<file path="config.mk">
export PLATFORM = sky130hd
export DESIGN_NAME = seqwdt_top
export DESIGN_NICKNAME = d
export VERILOG_FILES = /design/src/rtl/seqwdt_pkg.sv /design/src/rtl/seqwdt_window.sv /design/src/rtl/seqwdt_seq.sv /design/src/rtl/seqwdt_stretch.sv /design/src/rtl/seqwdt_top.sv
export SDC_FILE = /design/constraint.sdc
export NUM_CORES = 1
export LEC_CHECK = 0
export BUFFER_PORTS_ARGS = -buffer_cell sky130_fd_sc_hd__buf_2
export CAP_MARGIN = 20
export CORE_MARGIN = 4
export CORE_UTILIZATION = 40
export DETAILED_ROUTE_END_ITERATION = 10
export GPL_TIMING_DRIVEN = 0
export PLACE_DENSITY = 0.75
export SLEW_MARGIN = 25
export SYNTH_ARGS = -nofsm -noshare
export SYNTH_HDL_FRONTEND = slang
export SYNTH_SLANG_ARGS = --single-unit
</file>
<file path="constraint.sdc">
create_clock -name clk -period 1.85 [get_ports clk]
set_input_delay 0.37 -clock clk [delete_from_list [all_inputs] [get_ports clk]]
set_output_delay 0.37 -clock clk [all_outputs]
set_load 0.005 [all_outputs]
</file>
<file path="src/rtl/seqwdt_pkg.sv">
`timescale 1ns/1ps
// Package: shared encodings of the sequenced windowed watchdog.
// Assumes a 2-bit cause field visible at the top-level port.
package seqwdt_pkg;

    // Reason recorded for the most recent watchdog-generated reset
    typedef enum logic [1:0] {
        CAUSE_NONE  = 2'd0,
        CAUSE_EARLY = 2'd1,
        CAUSE_LATE  = 2'd2,
        CAUSE_SEQ   = 2'd3
    } cause_e;

endpackage

</file>
<file path="src/rtl/seqwdt_window.sv">
`timescale 1ns/1ps
// Module: seqwdt_window
// Counts cycles since the last restart and classifies the count against
// the early and late bounds. The count saturates at T_LATE.
// Assumes: T_LATE > T_EARLY >= 1; restart has priority over counting.
module seqwdt_window #(
    parameter int T_EARLY = 20,
    parameter int T_LATE  = 60
) (
    input  logic clk,
    input  logic rst_n,
    input  logic restart,
    output logic too_soon,
    output logic in_window,
    output logic expired
);
    localparam int CNT_W = $clog2(T_LATE + 1);
    localparam logic [CNT_W-1:0] EARLY_C = CNT_W'(T_EARLY);
    localparam logic [CNT_W-1:0] LATE_C  = CNT_W'(T_LATE);

    logic [CNT_W-1:0] elapsed;

    // Elapsed-cycle counter: cleared on reset or restart, saturating at the late bound
    always_ff @(posedge clk) begin
        if (!rst_n || restart) begin
            elapsed <= '0;
        end else if (elapsed != LATE_C) begin
            elapsed <= elapsed + 1'b1;
        end
    end

    // Window classification of the current count
    always_comb begin
        too_soon  = (elapsed < EARLY_C);
        expired   = (elapsed == LATE_C);
        in_window = !too_soon && !expired;
    end
endmodule

</file>
<file path="src/rtl/seqwdt_seq.sv">
`timescale 1ns/1ps
// Module: seqwdt_seq
// Holds the expected clear token, compares the incoming token with it,
// advances it by one (wrapping) on an accepted clear, and reloads it.
// Assumes: reload and advance are never requested in the same cycle.
module seqwdt_seq #(
    parameter int SEQ_W    = 8,
    parameter int SEQ_INIT = 0
) (
    input  logic             clk,
    input  logic             rst_n,
    input  logic             advance,
    input  logic             reload,
    input  logic [SEQ_W-1:0] op,
    output logic             match,
    output logic [SEQ_W-1:0] seq
);
    localparam logic [SEQ_W-1:0] INIT_C = SEQ_W'(SEQ_INIT);

    // Token register: initial value on reset or reload, increment on accept
    always_ff @(posedge clk) begin
        if (!rst_n || reload) begin
            seq <= INIT_C;
        end else if (advance) begin
            seq <= seq + 1'b1;
        end
    end

    // Token comparison against the expected value
    always_comb begin
        match = (op == seq);
    end
endmodule

</file>
<file path="src/rtl/seqwdt_stretch.sv">
`timescale 1ns/1ps
// Module: seqwdt_stretch
// Turns a one-cycle start into a pulse exactly RST_LEN cycles long and
// flags the final cycle of the pulse.
// Assumes: RST_LEN >= 1; start is ignored while the pulse is active.
module seqwdt_stretch #(
    parameter int RST_LEN = 4
) (
    input  logic clk,
    input  logic rst_n,
    input  logic start,
    output logic active,
    output logic last
);
    localparam int LEN_W = $clog2(RST_LEN + 1);
    localparam logic [LEN_W-1:0] LEN_C = LEN_W'(RST_LEN);

    logic [LEN_W-1:0] remain;

    // Remaining pulse cycles: loaded on start, counted down to zero
    always_ff @(posedge clk) begin
        if (!rst_n) begin
            remain <= '0;
        end else if (remain != '0) begin
            remain <= remain - 1'b1;
        end else if (start) begin
            remain <= LEN_C;
        end
    end

    // Pulse level and final-cycle flag
    always_comb begin
        active = (remain != '0);
        last   = (remain == LEN_W'(1));
    end
endmodule

</file>
<file path="src/rtl/seqwdt_top.sv">
`timescale 1ns/1ps
// Module: seqwdt_top
// Windowed watchdog with token sequencing. A clear is accepted only with
// the count inside [T_EARLY, T_LATE-1] and with a token equal to the
// sequence register. An early clear, a wrong token, or reaching T_LATE
// fires a reset pulse of RST_LEN cycles. The late fault outranks a clear
// sampled in the same cycle. The cause code survives the pulse.
// Assumes: synchronous active-low rst_n; clr_req is a one-cycle strobe.
module seqwdt_top
    import seqwdt_pkg::*;
#(
    parameter int T_EARLY  = 20,
    parameter int T_LATE   = 60,
    parameter int RST_LEN  = 4,
    parameter int SEQ_W    = 8,
    parameter int SEQ_INIT = 0
) (
    input  logic             clk,
    input  logic             rst_n,
    input  logic             clr_req,
    input  logic [SEQ_W-1:0] clr_op,
    output logic             sys_rst_o,
    output logic [1:0]       cause_o,
    output logic [SEQ_W-1:0] seq_o
);
    // elaboration-time check of the window bounds
    if (T_LATE <= T_EARLY || T_EARLY < 1) begin : g_bad_window
        $error("seqwdt_top: T_LATE must exceed T_EARLY and T_EARLY must be >= 1");
    end

    logic   too_soon, in_window, expired;
    logic   tok_ok, pulse_on, pulse_last;
    logic   clr_live, fire_late, fire_early, fire_seq, fire_any, accept;
    logic   restart;
    cause_e cause_q, cause_d;

    seqwdt_window #(
        .T_EARLY (T_EARLY),
        .T_LATE  (T_LATE)
    ) u_window (
        .clk       (clk),
        .rst_n     (rst_n),
        .restart   (restart),
        .too_soon  (too_soon),
        .in_window (in_window),
        .expired   (expired)
    );

    seqwdt_seq #(
        .SEQ_W    (SEQ_W),
        .SEQ_INIT (SEQ_INIT)
    ) u_seq (
        .clk     (clk),
        .rst_n   (rst_n),
        .advance (accept),
        .reload  (pulse_last),
        .op      (clr_op),
        .match   (tok_ok),
        .seq     (seq_o)
    );

    seqwdt_stretch #(
        .RST_LEN (RST_LEN)
    ) u_stretch (
        .clk    (clk),
        .rst_n  (rst_n),
        .start  (fire_any),
        .active (pulse_on),
        .last   (pulse_last)
    );

    // Fault and accept decode; nothing is evaluated while the pulse is active
    always_comb begin
        clr_live   = clr_req && !pulse_on;
        fire_late  = expired && !pulse_on;
        fire_early = clr_live && too_soon;
        fire_seq   = clr_live && in_window && !tok_ok;
        fire_any   = fire_late || fire_early || fire_seq;
        accept     = clr_live && in_window && tok_ok;
        restart    = accept || fire_any || pulse_on;
    end

    // Cause priority: late first, then early, then token mismatch
    always_comb begin
        if (fire_late) begin
            cause_d = CAUSE_LATE;
        end else if (fire_early) begin
            cause_d = CAUSE_EARLY;
        end else begin
            cause_d = CAUSE_SEQ;
        end
    end

    // Cause register: cleared only by rst_n, overwritten by each new fault
    always_ff @(posedge clk) begin
        if (!rst_n) begin
            cause_q <= CAUSE_NONE;
        end else if (fire_any) begin
            cause_q <= cause_d;
        end
    end

    // Output drive
    always_comb begin
        sys_rst_o = pulse_on;
        cause_o   = cause_q;
    end
endmodule

</file>
==> run metrics <==
status finished with violations; violated checks negative setup slack; CTS buffer count 3; Syn Inst Count 118; 1st-pass router iterations 4; post-route ant nets 0; RSZ-0062 raised after global routing yes; Clock Tree Buf Depth 2; clk slew on worst S/H paths 120 ps; total power 0.851 mW; final hold violations 0; layout cell share with drive strength beyond 1 44.9%; area of the core 2300 sq um; Starting Density 43.6%; Max Slew Vio Count 0; final setup violation count 2; CP Data Arrival Time 2150 ps; sequential area share after synthesis 38.0%; P&R area growth vs syn 41.8%; worst min path class input port to flop; crit end category flop; Period minus WS final 1930 ps; PnR worst setup slack -79.2 ps; Post-synth ARST share 0%; Peak VDD IR 0.000447 V; vias per cell 5.52; #FFs+latches synth 19; required time of the critical path 2070 ps; maximum fanout along the worst path 6; CTS root buffer clkbuf_4; commonest cells after routing, fill and taps aside buf_2, buf_4, nand2_1; syn_area_per_cell 8.49 sq um; Nets 173; highest clock rate 518 MHz; DR WL/cell 14.3 um; Via Count 1027; Syn Nets 132; Netlist cell types 34; commonest non-fill, non-tap cell in the layout buf_2; num rows 17; TritonCTS clock tree yes; die area 3370 sq um; htree depth 1; period utilisation layout 104%; post-DP HPWL 1550 um; vias in the first global route 880; Ports 22; Placer Congestion 0.842; grt ovf 0; Max-slew headroom 46.5%; Hold Buf Count CTS 0; # DRC 0; synthesized area 1000 sq um; fillers 192; startpoint types flop; largest net degree at the start of global routing 11; Synthesis Warnings 0; Die X 58.1 um; port bufs 21; Sink Count 19; first-pass GRT wire length 3950 um; ant diodes 0; Clk Latency, worst-skew pair 300 ps; final wirelength 2670 um; Initial DRC Count 30; kind of critical path flop to flop; number of max-cap violations 0; EDFF count, synth 0; leakage 0.573 nW; initial antenna violation count 0; hold slack 376 ps; power per cell area 598 nW/um^2; DIE HEIGHT 58.1 um; Most used DFF post-synth dfxtp_1; GRT Util Overall 14.7%; Slew @ Worst Pin 796 ps; clock skew 5.03 ps
==> layer usage <==
layer | vias up | routed length, um | track usage [%]
met3 | 2 | 111 | 3.12
li1 | 513 | - | -
met4 | 0 | 17 | 3.97
met1 | 486 | 1250 | 21.3
met5 | - | 0 | 0
met2 | 26 | 1290 | 21.8
==> final cells by class <==
class	count	area [sq um]	area share [%]
clock buffers	4	26.3	1.85
plain buffers	2	22.5	1.58
inverters	5	18.8	1.32
flip-flops and latches	19	408	28.7
repair buffers	36	218	15.3
multi-input cells	92	693	48.8
well taps	28	35.0	2.46
==> path summary, 6_finish.rpt <==
path / from / end / slack [ps] / cells after the start
max: u_seq.seq[4] / u_seq.seq[4] / -80 / 5
min: rst_n / u_stretch.remain[1] / 380 / 2
max reg2reg: u_seq.seq[4] / u_seq.seq[4] / -80 / 5
min reg2reg: u_seq.seq[6] / u_seq.seq[6] / 500 / 2
==> worst max-delay path: stages, from the launching register on <==
cell and delay, ps:
dfxtp_4 380, xnor2_2 140, nand2_2 90, or4_4 560
or4_1 510, a21oi_1 170
==> flip-flops by register name (all words and copies together) (netlist names) <==
signal            flops
u_stretch.remain      3
cause_o               2
u_window.elapsed      6
u_seq.seq             8
==> where the power goes <==
group,total [mW],internal [mW],switching (mW),leakage [nW]
sequential,0.441,0.420,0.0210,0.162
clock,0.219,0.0839,0.135,0.0150
combinational,0.191,0.0898,0.101,0.397
==> through the flow <==
step / instances / worst slack [ps] / utilization [%] / area [sq um] / setup TNS [ps]
2_1_floorplan: 118 / -0.500 / - / 1010 / -0.500
3_3_place_gp: 167 / -181 / 49.9 / 1150 / -1170
3_5_place_dp: 167 / -239 / 49.9 / 1150 / -1360
4_1_cts: 176 / 5.54 / 55.3 / 1270 / 0
5_1_grt: 186 / -142 / 61.9 / 1420 / -487
6_report: 186 / -79.2 / 61.9 / 1420 / -85.9
==> kinds of logic after synthesis <==
kind of cell    synth area share [%]
compound gates                  14.7
fa+ha+maj                       3.75
mux                             3.00
simple gates                    28.2
flops                           38.0
buf+inv                         2.75
xor+xnor                        9.61
==> cells in the mapped netlist, drive strengths merged (2+ instances only) <==
master / number / area share, %
dfxtp: 19 / 38
nand2: 11 / 4.1
xnor2: 9 / 7.9
a21oi: 8 / 4.0
nand3: 7 / 3.5
nor2: 6 / 2.2
and3: 5 / 3.1
inv: 5 / 1.9
o21ai: 5 / 2.5
nor3: 4 / 2.5
o31ai: 4 / 3.0
or4: 4 / 3.4
ha: 3 / 3.7
mux2i: 3 / 3.0
nand2b: 3 / 1.9
nand4: 3 / 1.9
a31oi: 2 / 1.2
nor4: 2 / 1.2
xor2: 2 / 1.7
==> timing repair <==
| item | CTS | global route |
|---|---|---|
| setup buffers | 5 | 10 |
| setup endpoints to repair | 9 | 15 |
| pin swaps | 2 | 7 |
| gates resized for setup | 22 | 18 |
Power figures use the tool's default switching activity.
